--- src/rtl/rcfg_pkg.sv ---
package rcfg_pkg;
  typedef logic task_id_t;

  localparam logic [1:0] CODE_TASK0 = 2'd1;
  localparam logic [1:0] CODE_TASK1 = 2'd2;

  function automatic logic code_is_task(input logic [1:0] code);
    return (code == CODE_TASK0) || (code == CODE_TASK1);
  endfunction

  function automatic task_id_t code_to_task(input logic [1:0] code);
    return task_id_t'(code == CODE_TASK1);
  endfunction
endpackage

--- src/rtl/rcfg_window.sv ---
module rcfg_window #(
  parameter int WIN = 15
) (
  input  logic clk,
  input  logic rst_n,
  input  logic push,
  input  logic bit_in,
  output logic full,
  output logic majority
);
  localparam int CW = $clog2(WIN + 1);

  logic [WIN-1:0] hist_q;
  logic [CW-1:0]  ones_q;
  logic [CW-1:0]  fill_q;
  logic           full_q;
  logic [CW-1:0]  add_v;
  logic [CW-1:0]  sub_v;

  assign full_q = (fill_q == CW'(WIN));
  assign add_v  = CW'(bit_in);
  assign sub_v  = full_q ? CW'(hist_q[WIN-1]) : '0;

  always_ff @(posedge clk or negedge rst_n) begin
    if (!rst_n) begin
      hist_q <= '0;
      ones_q <= '0;
      fill_q <= '0;
    end else if (push) begin
      hist_q <= {hist_q[WIN-2:0], bit_in};
      ones_q <= ones_q + add_v - sub_v;
      if (!full_q) fill_q <= fill_q + 1'b1;
    end
  end

  assign full     = full_q;
  assign majority = ((32'(ones_q) * 2) > WIN);
endmodule

--- src/rtl/rcfg_burst_cmp.sv ---
module rcfg_burst_cmp #(
  parameter int PW = 12
) (
  input  logic          valid,
  input  logic [PW-1:0] sample,
  input  logic [PW-1:0] thresh,
  output logic          surplus
);
  assign surplus = valid && (sample > thresh);
endmodule

--- src/rtl/rcfg_req_ctrl.sv ---
module rcfg_req_ctrl
  import rcfg_pkg::*;
#(
  parameter bit INIT_TASK = 1'b0
) (
  input  logic     clk,
  input  logic     rst_n,
  input  logic     win_full,
  input  task_id_t pref,
  input  logic     surplus,
  input  logic     ack,
  input  logic     done,
  output logic     irq,
  output task_id_t req,
  output task_id_t loaded
);
  logic     irq_q, busy_q;
  task_id_t req_q, loaded_q;
  logic     launch;

  assign launch = win_full && surplus && !busy_q && (pref != loaded_q);

  always_ff @(posedge clk or negedge rst_n) begin
    if (!rst_n) begin
      irq_q    <= 1'b0;
      busy_q   <= 1'b0;
      req_q    <= task_id_t'(0);
      loaded_q <= task_id_t'(INIT_TASK);
    end else if (launch) begin
      irq_q  <= 1'b1;
      busy_q <= 1'b1;
      req_q  <= pref;
    end else if (busy_q && done) begin
      irq_q    <= 1'b0;
      busy_q   <= 1'b0;
      loaded_q <= req_q;
    end else if (ack) begin
      irq_q <= 1'b0;
    end
  end

  assign irq    = irq_q;
  assign req    = req_q;
  assign loaded = loaded_q;
endmodule

--- src/rtl/rcfg_mgr.sv ---
module rcfg_mgr
  import rcfg_pkg::*;
#(
  parameter int WIN       = 15,
  parameter int PW        = 12,
  parameter bit INIT_TASK = 1'b0
) (
  input  logic          clk,
  input  logic          rst_n,
  input  logic          ckpt_valid,
  output logic          ckpt_ready,
  input  logic [1:0]    ckpt_code,
  input  logic          pwr_valid,
  output logic          pwr_ready,
  input  logic [PW-1:0] pwr_sample,
  input  logic [PW-1:0] reconf_thresh,
  output logic          irq,
  input  logic          irq_ack,
  output logic          req_task,
  input  logic          reconf_done,
  output logic          status_task
);
  logic win_push, win_full, win_major, surplus;

  assign ckpt_ready = 1'b1;
  assign pwr_ready  = 1'b1;
  assign win_push   = ckpt_valid && code_is_task(ckpt_code);

  rcfg_window #(.WIN(WIN)) u_win (
    .clk(clk), .rst_n(rst_n), .push(win_push),
    .bit_in(code_to_task(ckpt_code)), .full(win_full), .majority(win_major)
  );

  rcfg_burst_cmp #(.PW(PW)) u_cmp (
    .valid(pwr_valid), .sample(pwr_sample), .thresh(reconf_thresh),
    .surplus(surplus)
  );

  rcfg_req_ctrl #(.INIT_TASK(INIT_TASK)) u_ctrl (
    .clk(clk), .rst_n(rst_n), .win_full(win_full), .pref(win_major),
    .surplus(surplus), .ack(irq_ack), .done(reconf_done),
    .irq(irq), .req(req_task), .loaded(status_task)
  );
endmodule

--- config.mk ---
export PLATFORM = sky130hd
export DESIGN_NAME = rcfg_mgr
export DESIGN_NICKNAME = d
export VERILOG_FILES = /design/src/rtl/rcfg_pkg.sv /design/src/rtl/rcfg_window.sv /design/src/rtl/rcfg_burst_cmp.sv /design/src/rtl/rcfg_req_ctrl.sv /design/src/rtl/rcfg_mgr.sv
export SDC_FILE = /design/constraint.sdc
export NUM_CORES = 1
export LEC_CHECK = 0
export BUFFER_PORTS_ARGS = -buffer_cell sky130_fd_sc_hd__buf_2
export CORE_MARGIN = 8
export CORE_UTILIZATION = 40
export DETAILED_ROUTE_END_ITERATION = 8
export PLACE_DENSITY_LB_ADDON = 0.3
export SYNTH_ARGS = -nofsm -noshare
export SYNTH_HDL_FRONTEND = slang
export SYNTH_SLANG_ARGS = --single-unit
export TNS_END_PERCENT = 5
--- constraint.sdc ---
create_clock -name clk -period 2.3 [get_ports clk]
set_clock_uncertainty 0.15 [all_clocks]
set_input_delay 0.115 -clock clk [delete_from_list [all_inputs] [get_ports clk]]
set_output_delay 0.115 -clock clk [all_outputs]
set_load 0.01 [all_outputs]
# == Yosys cells after proc, flatten, opt, wreduce, memory -nomap -nowiden ==
# Cells that the tools add are included.
# word_totals
wordCells,36
output_inout_bits,5
input_bits,32
register_bits,27
# classes
n_reduce_logical,12
order_cmp,2
n_bitwise,2
add_sub_neg,3
n_eq_ne,4
n_mux,6
# op_table
operator,n
12-bit greater-than comparator,1
1-bit logical AND,6
1-bit 2-to-1 mux,6
5-bit by 4-bit greater-than comparator with 1-bit output (second input constant),1
4-bit by 1-bit adder with 4-bit output,1
4-bit by 1-bit adder with 4-bit output (second input constant),1
4-bit equality test (second input constant),1
2-bit AND reduction,2
4-bit subtractor,1
3-bit nonzero test,1
2-bit by 1-bit equality test with 1-bit output (second input constant),1
2-bit equality test (second input constant),1
1-bit NOT,2
2-bit nonzero test,1
1-bit zero test,1
1-bit logical OR,1
1-bit inequality test,1

# == Depth between registers and ports, before layout ==
# Gate-level depths: netlist (run 1).
# logic_depth
ltp_word,7
ltp_mapped,11
mapped_depth_nobuf,11

# == Hierarchy ==
# A second synthesis (run 1) with hierarchy kept.
# unflattened
cells_unflattened,150
hier_area_um2,1600.3
# by_module_without_submodules
module,instances,area_each_um2,cells_each,seq_area_each_um2
rcfg_window,1,1071.0,85,575.6
rcfg_burst_cmp,1,301.5,43,0.0
rcfg_req_ctrl,1,178.9,16,100.1
rcfg_mgr,1,48.8,6,0.0

# == Least setup slack after synthesis (run 1) ==
# No wires, ideal clock.
# synth_path
kind,register to register
from,reg u_win.fill_q[0]
to,reg u_win.ones_q[3]
path_stages_with_launch,12
slack_ps,151
arrival_time_ps,1876
n_path_buf,0
required_ps,2027
setup_time_ps,123
synth_period_minus_slack_ps,2149
path_cell_list,dfrtp_1 -> ha_1 -> nand3_1 -> nor2_1 -> ha_1 -> inv_1 -> ha_1 -> a21o_1 -> a21oi_1 -> xnor2_1 -> nand2_1 -> xnor2_1
# synth_via
elab_chain_cells,3
# synth_rtl
element,line,rtl
start: declaration,rcfg_window.sv:15,logic [CW-1:0] fill_q;
start signal: assignment,rcfg_window.sv:32,if (!full_q) fill_q <= fill_q + 1'b1;
4-bit equality test,rcfg_window.sv:20,assign full_q = (fill_q == CW'(WIN));
1-bit 2-to-1 mux,rcfg_window.sv:22,assign sub_v = full_q ? CW'(hist_q[WIN-1]) : '0;
4-bit subtractor,rcfg_window.sv:31,ones_q <= ones_q + add_v - sub_v;
end signal: assignment,rcfg_window.sv:31,
end: declaration,rcfg_window.sv:14,logic [CW-1:0] ones_q;
# No other way between the ends.
# A chain may end at the register's enable or synchronous reset.

# == Final worst setup path (run 1) ==
# layout_path
from,reg u_win.fill_q[1]
to,reg u_win.ones_q[1]
# Same word-level chain as after synthesis.

==> metrics.md, run 1 <==
| Metric | Value |
|---|---|
| Sequential-to-total area share from yosys stat | 44.0% |
| CTS Sinks | 27 |
| Syn Area/Cell | ~11 sq um |
| Status | completed |
| Fraction of registers with async set/reset | 100% |
| Ys Warns | 0 |
| Combinational fraction of design power | 34.8% |
| Power Internal | 0.00109 W |
| Htree depth | 1 |
| CP delay by family, top | adder cells |
| Layout cell share with drive strength beyond 1 | 40.1% |
| Initial antenna violation count | 0 |
| Synth unique cells | 28 |
| Crit path arrival time | 2.22 ns |
| Cell chain of the critical path | ha_2 > nand3_2 > nor2_2 > ha_2 > inv_1 > ha_2 > inv_1 > fa_2 > a21oi_1 |
| Post-route ant nets | 0 |
| Routed WL | 2.91 mm |
| WHS | 0.0118 ns |
| Final net count | around 230 |
| DR vias/cell | roughly 4.9 |
| Core region area | about 3700 sq um |
| Max-Cap Viols | 0 |
| CP Class | flip-flop to flip-flop |
| Area Growth Syn to Fin | 21.1% |
| Routability congestion estimate | approximately 0.71 |
| Clock Power Share | between 10% and 20% |
| Static Leak | roughly 0.99 nW |
| Worst vdd ir | 0.000521 V |
| Total CTS buffers | 3 |
| Pwr/cell area | 843 nW/um^2 |
| Total global-route track usage | between 9 and 10% |
| Fin. Hold Viols | 0 |
| Starting DRT DRC Count | 13 |
| Worst setup EP type | flip-flop |
| Vias in the first global route | 1214 |
| Synthesized area | 1540 sq um |
| Fill cells | 348 |
| Switching power of the nets | 0.000477 W |
| PortBufs | 34 |
| Total global routing overflow | 0 |
| CTS tree | built |
| First-pass GRT wire length | 5.05 mm |
| Fmax | 452 MHz |
| Initial Utilization | approximately two fifths |
| Main flop type after synthesis | dfrtp_1 |
| Number of synthesized flops with an enable pin | 0 |
| Skew-Pair Late Insertion Delay | between 0.2 and 0.3 ns |
| Pre-antenna DRT Iters | 3 |
| Overall power | 0.00157 W |
| Final HPWL from detailed placement | 2.39 mm |
| CP most frequent cell | ha_2 |
| CP peak stage delay | 0.52 ns |
| Hold crit path type | input pin to flip-flop |
| Die width | 78.0 um |
| CP Max Fanout | 3 |
| Die Footprint | a little over 6000 sq um |
| Wirelength per Cell | 12.9 um |
| CTS Buffer Depth | 2 |
| Largest net degree at the start of global routing | 28 |
| Synth Register Bits | 27 |
| Final setup fails | 0 |
| Vias | about 1.1k |
| CP Data Required Time | 2.31 ns |
| Post-synthesis cell count | 137 |
| Clock-pin slew on the worst setup and hold paths | 0.08 ns |
| Clock root cell | clkbuf_8 |
| Final clock period utilization by the worst path | roughly 96% |
| Sw frac | 30.4% |
| Worst-Margin Slew | 0.586 ns |
| Critical path's slowest cell | fa_2 |
| Slew headroom | between 60% and 70% |
| # DRC | 0 |
| Cell Rows | 22 |
| Worst Setup Start Kind | flip-flop |
| IO Pins | 37 |
| Ant diodes | 0 |
| Reg power frac | 48.9% |
| Die extent in y | around 80 um |
| Final Max Tran Viols | 0 |
| WP buf/inv | 2 |
| Final min period | 2.21 ns |
==> layout by cell type (no fill, tap or decap), types with 2 or more instances in the layout <==
master / n
ha_1: 15
o21ai_1: 2
nor2_1: 3
buf_4: 4
dfrtp_1: 27
ha_2: 3
a21o_1: 3
buf_2: 34
conb_1: 2
nand4_1: 2
a21oi_1: 6
mux2_2: 17
xnor2_1: 5
a31oi_1: 2
nor2b_1: 2
clkbuf_8: 3
dlygate4sd3_1: 2
nand3_1: 3
nand2_1: 5
inv_1: 22
==> registers in the layout (all words and copies together), names as in the netlist <==
register       count
u_ctrl.busy_q      1
u_win.fill_q       4
u_win.hist_q      15
u_ctrl.irq         1
u_ctrl.req         1
u_ctrl.loaded      1
u_win.ones_q       4
==> layout make-up <==
type	count	area [sq um]	share of cell area, %
Tap cell	48	60.1	3.23
Clock buffer	4	45.0	2.42
Multi-Input combinational cell	84	777	41.8
Inverter	22	82.6	4.44
Timing Repair Buffer	40	220	11.8
Sequential cell	27	676	36.3
==> cells in the mapped netlist (2+ instances only) <==
cell | count | area share, %
nand2_1 | 5 | 1.2
a31oi_1 | 2 | 0.81
xnor2_1 | 5 | 2.9
nor2_1 | 4 | 0.98
mux2_2 | 17 | 12
nand4_1 | 2 | 0.81
nand3_1 | 4 | 1.3
dfrtp_1 | 27 | 44
inv_1 | 22 | 5.4
ha_1 | 18 | 15
clkbuf_1 | 3 | 0.73
a21oi_1 | 7 | 2.3
a21o_1 | 3 | 1.5
buf_4 | 2 | 0.98
o21ai_1 | 2 | 0.65
nor2b_1 | 2 | 0.81
==> per-stage QoR <==
step	cells	setup WS, ns	setup TNS [ns]	cell area, sq um	util (%)
2_1_floorplan	138	0.151	0	1540	-
3_3_place_gp	217	0.0930	0	1760	47.7
3_5_place_dp	217	-0.0102	-0.0102	1760	47.7
4_1_cts	224	0.00990	0	1830	49.7
5_1_grt	225	-0.0168	-0.0336	1860	50.4
6_report	225	0.0886	0	1860	50.4
==> power by group through the flow <==
stage | Clock (W) | Combinational, W | Sequential (W)
3_5_place_dp | 0 | 0.000509 | 0.000778
2_1_floorplan | 0 | 0.000387 | 0.000750
3_3_place_gp | 0 | 0.000476 | 0.000763
4_1_cts | 0.000271 | 0.000532 | 0.000764
5_1_grt | 0.000287 | 0.000621 | 0.000794
6_report | 0.000256 | 0.000546 | 0.000768
==> metal layers <==
metal  track usage (%)  vias to the layer above  part of all wire, %
met1              10.5                      520                   44
met2              17.9                       38                   47
met3              3.69                        3                  8.7
met5                 0                        -                    0
met4              2.78                        0                 0.86
li1                  -                      533                    -
==> worst min-delay path, cell delays in order <==
cell and delay, ns:
buf_2 0.10, inv_1 0.05, a31o_1 0.13
==> cells by family after synthesis <==
logic type      after synthesis  synth area share (%)
flops                        27                  44.0
buf+inv                      27                  7.08
simple gates                 21                  7.98
fa+ha+maj                    19                  16.0
compound gates               18                  7.90
mux                          18                  13.4
xor+xnor                      6                  3.42
other cells                   1                 0.244
==> final timing paths <==
kind / from / endpoint / slack (ns) / cells past startpoint
worst max-delay path: u_win.fill_q[1]$_DFFE_PN0P_ / u_win.ones_q[1]$_DFFE_PN0P_ / 0.09 / 9
worst min-delay path: irq_ack / u_ctrl.irq$_DFFE_PN0P_ / 0.01 / 3
worst max register to register: u_win.fill_q[1]$_DFFE_PN0P_ / u_win.ones_q[1]$_DFFE_PN0P_ / 0.09 / 9
worst min register to register: u_ctrl.busy_q$_DFFE_PN0P_ / u_ctrl.busy_q$_DFFE_PN0P_ / 0.35 / 1
max in group asynchronous: rst_n / u_win.ones_q[3]$_DFFE_PN0P_ / 1.39 / 2
min in group asynchronous: rst_n / u_win.hist_q[11]$_DFFE_PN0P_ / 0.22 / 2
==> what timing repair did <==
item / CTS / global route
gates cloned: 0 / 0
resized for setup: 0 / 7
hold endpoints to repair: 28 / 0
hold buffers: 2 / 0
pin swaps: 0 / 4
setup endpoints to repair: 1 / 2
buffers inserted: 1 / 1
(Power assumes the default switching activity.)
==> inputs of run 2 (changes only) <==
CELL_PAD_IN_SITES_DETAIL_PLACEMENT = 0   (was unset)
CELL_PAD_IN_SITES_GLOBAL_PLACEMENT = 2   (was unset)
CORE_UTILIZATION = 30   (was 40)
==> run 2 against run 1 <==
Net effect:
- first-iteration DRC count increased by 38%
- maximum frequency grew 0.17%
- sequential power grew 1%
- count of clock-buffer cells in the layout fell by 1
- sequential share of layout area down 0.93 points
- global-route usage shrank 1.9 points
- combinational power grew 5.9%
- hold slack better by 0.091 ns
- critical path type unchanged
==> metrics.md, run 2 (synthesis results as in run 1) <==
| Metric | Value |
|---|---|
| Core region area | 5010 sq um |
| Starting DRT DRC Count | 18 |
| Final Max Tran Viols | 0 |
| Static Leak | 0.993 nW |
| Routability congestion estimate | 0.739 |
| Initial Utilization | 30.7% |
| Pre-antenna DRT Iters | 3 |
| Post-route setup TNS | 0 ns |
| Slew headroom | 61.6% |
| Final setup fails | 0 |
| Clock-pin slew on the worst setup and hold paths | 0.09 ns |
| Crit path arrival time | 2.22 ns |
| Largest Register | u_win.hist_q |
| Final clock period utilization by the worst path | 96.0% |
| Post-route ant nets | 0 |
| Largest net degree at the start of global routing | 28 |
| WHS | 0.103 ns |
| Final worst slack | 0.0923 ns |
| Vias in the first global route | 1155 |
| Wirelength per Cell | 11.9 um |
| Commonest non-fill, non-tap cell in the layout | buf_2 |
| Area Growth Syn to Fin | 24.3% |
| # DRC | 0 |
| Die Footprint | 7670 sq um |
| Final net count | between 200 and 250 |
| CP Class | flip-flop to flip-flop |
| Fill cells | 521 |
| Routed WL | 2.95 mm |
| RSZ-0062 raised after global routing | true |
| Cell Rows | 26 |
| Ant diodes | 0 |
| Fmax | 453 MHz |
| CTS Sinks | 27 |
| Skew-Pair Late Insertion Delay | ~0.27 ns |
| Max-Cap Viols | 0 |
| Layout cell share with drive strength beyond 1 | roughly two fifths |
| Final non-filler cell total | ~250 |
| CTS tree | built |
| Die width | 87.6 um |
| Overall power | approximately 0.0016 W |
| Fin. Hold Viols | 0 |
| Placed cells | 238 |
| Worst-Margin Slew | 0.576 ns |
| Vias | around 1.1k |
| Final HPWL from detailed placement | 2.41 mm |
| First-pass GRT wire length | ~4.9 mm |
| CTS Buffer Depth | 2 |
| Top Registers | u_win.hist_q (15), u_win.fill_q (4), u_win.ones_q (4) |
| Area of the multi-input gates | 785 sq um |
| Worst Setup Start Kind | flip-flop |
| Total global-route track usage | 7.95% |
| Worst slack, placed | -0.0610 ns |
| CP Max Fanout | 3 |
| Status | completed |
| Final min period | 2.21 ns |
| Initial antenna violation count | 0 |
| Htree depth | 1 |
| PortBufs | 34 |
| Die extent in y | 87.6 um |
| Clock root cell | clkbuf_8 |
| CP Data Required Time | 2.31 ns |
| Max reg flops | 15 |
| Register Area | 676 sq um |
| Hold crit path type | input pin to flip-flop |
| Worst setup EP type | flip-flop |
| Worst vdd ir | 0.000517 V |
| DR vias/cell | 4.29 |
| Pwr/cell area | 850 nW/um^2 |
| Total CTS buffers | 3 |
| IO Pins | 37 |
| Total global routing overflow | 0 |
| Most frequent cells in the layout | buf_2 (34), dfrtp_1 (27), inv_1 (22), mux2_2 (17), ha_1 (16) |
run 2: cell types whose count changed in the layout (fill, tap and decap cells not counted), sizes merged:
cell / delta
clkbuf: -1
dlygate4sd3: +1
clkinvlp: +1
run 2: worst paths after layout:
check	to	slack, ns	start	cells past startpoint
setup / recovery	u_win.ones_q[3]$_DFFE_PN0P_	0.09	u_win.fill_q[0]$_DFFE_PN0P_	11
hold / removal	u_win.hist_q[0]$_DFFE_PN0P_	0.10	ckpt_code[1]	3
setup reg to reg	u_win.ones_q[3]$_DFFE_PN0P_	0.09	u_win.fill_q[0]$_DFFE_PN0P_	11
hold reg to reg	u_win.hist_q[14]$_DFFE_PN0P_	0.35	u_win.hist_q[13]$_DFFE_PN0P_	2
max in group asynchronous	u_ctrl.irq$_DFFE_PN0P_	1.41	rst_n	2
min in group asynchronous	u_win.hist_q[10]$_DFFE_PN0P_	0.22	rst_n	2
run 2: cell type report:
type	count	share of cell area, %
well taps	70	4.59
repair buffers	41	12.1
inverters	22	4.33
clock buffers	3	2.16
clock inverters	1	0.393
multi-input cells	84	41.1
flip-flops and latches	27	35.4
run 2: metal layers:
layer / wire [um] / share of wire, % / vias up / global-route usage [%]
met5: 0 / 0 / - / 0
li1: - / - / 540 / -
met3: 261 / 8.8 / 2 / 2.63
met4: 13 / 0.44 / 0 / 1.88
met2: 1390 / 47 / 35 / 14.3
met1: 1290 / 44 / 487 / 8.83
run 2: report_power, final:
part           total [W]  internal [W]  switching [W]
logic           0.000578      0.000340       0.000238
registers       0.000777      0.000653       0.000125
clock network   0.000269      0.000123       0.000146
run 2: critical path, stage by stage, from the launching register on:
cell     delay, ns
dfrtp_1       0.42
ha_4          0.17
nand3_2       0.10
nor2_2        0.10
ha_2          0.20
inv_1         0.05
ha_1          0.26
a21o_1        0.17
a21oi_2       0.14
xnor2_1       0.14
nand2_1       0.08
xnor2_1       0.13
run 2: timing repair:
item	in CTS	in global routing
endpoints found under the setup margin	1	2
buffers inserted	2	1
endpoints found under the hold margin	29	0
hold buffers	3	0
pin swaps	0	3
gates resized for setup	3	4
run 2: per-stage QoR:
stage               utilization, %  area (sq um)
floorplan                        -          1540
global placement              35.5          1780
detailed placement            35.5          1780
CTS                           37.6          1880
global route                  38.1          1910
finish                        38.1          1910
==> inputs of run 3 (changes only) <==
CORE_UTILIZATION = 33   (was 30)
clock period = 2.1 ns   (was 2.3 ns; I/O delays follow)
==> run 3 against run 2 <==
Net effect:
- the run now ends with negative setup slack left
- sequential power grew 7.2%
- register-to-register slack lost 0.19 ns
- sequential share of layout area shrank 0.73 points
- power grew 9.3%
- clock power grew 11%
- first-iteration DRC count grew 140%
- die area shrank 7.5%
- design area grew 2.1%
- hold slack lost 0.031 ns
==> metrics.md, run 3 (synthesis results as in run 1) <==
| Metric | Value |
|---|---|
| Status | finished with violations |
| Failing checks | negative setup slack |
| Clock root cell | clkbuf_8 |
| Wirelength per Cell | 12.5 um |
| Top Registers | u_win.hist_q (15), u_win.fill_q (4), u_win.ones_q (4) |
| WHS Path Cells | 3 |
| Max reg flops | 15 |
| Skew-Pair Late Insertion Delay | 0.28 ns |
| Area Growth Syn to Fin | 26.9% |
| Overall power | 0.00177 W |
| Final setup fails | 3 |
| DR vias/cell | roughly 4.6 |
| Fmax | 455 MHz |
| Register Area | about 680 sq um |
| Slew headroom | 59.8% |
| First-pass GRT wire length | a little under 5 mm |
| Cell Rows | 25 |
| Hold crit path type | input pin to flip-flop |
| Placed instance area | 1820 sq um |
| Routed WL | 2.96 mm |
| CP Data Required Time | approximately 2.1 ns |
| Die width | ~84 um |
| Worst vdd ir | around 0.00040 V |
| Worst slack, placed | -0.0919 ns |
| Fill cells | 452 |
| Ant diodes | 0 |
| Max-Cap Viols | 0 |
| Routability congestion estimate | 0.750 |
| CTS tree | built |
| Initial Utilization | 33.4% |
| Htree depth | 1 |
| Static Leak | 1.02 nW |
| Die Footprint | a little over 7000 sq um |
| Total global-route track usage | 8.51% |
| Area of the multi-input gates | around 800 sq um |
| R2R depth | 7 |
| Worst Setup Start Kind | flip-flop |
| Worst setup EP type | flip-flop |
| Total CTS buffers | 3 |
| Final net count | 234 |
| Vias in the first global route | 1131 |
| # DRC | 0 |
| PortBufs | 34 |
| Worst-Margin Slew | 0.602 ns |
| CP Max Fanout | 2 |
| Clock-pin slew on the worst setup and hold paths | 0.09 ns |
| Vias | about 1.1k |
| CP Class | flip-flop to flip-flop |
| Pwr/cell area | 910 nW/um^2 |
| Post-route ant nets | 0 |
| Layout cell share with drive strength beyond 1 | a little over two fifths |
| Final Max Tran Viols | 0 |
| Pre-antenna DRT Iters | 4 |
| IO Pins | 37 |
| Starting DRT DRC Count | 43 |
| Final HPWL from detailed placement | 2.28 mm |
| RSZ-0062 raised after global routing | true |
| Total global routing overflow | 0 |
| Initial antenna violation count | 0 |
| Final min period | between 2 and 2.5 ns |
| Fin. Hold Viols | 0 |
| Final clock period utilization by the worst path | 105% |
| Commonest non-fill, non-tap cell in the layout | buf_2 |
| Post-route setup TNS | -0.112 ns |
| CTS Buffer Depth | 2 |
| WHS | 0.0713 ns |
| CTS Sinks | 27 |
| Die extent in y | 84.2 um |
| Largest net degree at the start of global routing | 28 |
| Final instance area | between 1500 and 2000 sq um |
| Final worst slack | -0.0977 ns |
| Most frequent cells in the layout | buf_2 (34), dfrtp_1 (27), inv_1 (22), mux2_2 (17), ha_1 (17) |
| Largest Register | u_win.hist_q |
| Core region area | 4600 sq um |
| Crit path arrival time | 2.22 ns |
[run 3: per-stage QoR]
step           util, %  std cells
2_1_floorplan        -        138
3_5_place_dp      39.6        228
3_3_place_gp      39.6        228
6_report          42.4        236
4_1_cts           41.7        236
5_1_grt           42.4        236
[run 3: critical path, cell delays in order, from the launching register on]
cell	delay (ns)
dfrtp_1	0.37
ha_2	0.19
nand3_2	0.09
buf_6	0.13
or4b_4	0.52
a31oi_4	0.17
o41a_4	0.18
mux2_4	0.29
[run 3: path summary, 6_finish.rpt]
path	from	end	slack, ns
setup / recovery	u_win.fill_q[0]$_DFFE_PN0P_	u_ctrl.req$_DFFE_PN0P_	-0.1
hold / removal	ckpt_code[1]	u_win.hist_q[0]$_DFFE_PN0P_	0.07
setup reg to reg	u_win.fill_q[0]$_DFFE_PN0P_	u_ctrl.req$_DFFE_PN0P_	-0.1
hold reg to reg	u_win.hist_q[13]$_DFFE_PN0P_	u_win.hist_q[14]$_DFFE_PN0P_	0.36
max in group asynchronous	rst_n	u_ctrl.busy_q$_DFFE_PN0P_	1.19
min in group asynchronous	rst_n	u_win.hist_q[3]$_DFFE_PN0P_	0.21
[run 3: where the power goes]
group          internal (W)  leakage, nW  switching (W)  total [W]
clock              0.000133       0.0255       0.000164   0.000298
combinational      0.000382        0.650       0.000261   0.000643
sequential         0.000715        0.345       0.000119   0.000833
total               0.00123         1.02       0.000545    0.00177
[run 3: area by class of cell]
cell class / count / share of cell area, %
inverter: 22 / 4.24
clock buffer: 3 / 2.12
clock inverter: 1 / 0.257
timing repair buffer: 45 / 14.2
tap: 54 / 3.47
multi-input combinational: 84 / 41.1
sequential: 27 / 34.7
[run 3: metal layers]
metal  vias up  GRT usage, %  share of wire (%)  wire length [um]
li1        548             -                  -                 -
met1       490          9.87                 48              1410
met2        39          13.1                 42              1230
met3         3          3.58                9.4               278
met4         0          4.24                1.2                36
met5         -             0                  0                 0
[run 3: timing repair]
action	CTS	global route
endpoints found under the hold margin	29	0
buffers inserted	1	0
hold buffers	3	0
setup endpoints to repair	3	6
pin swaps	2	3
gates resized for setup	2	6
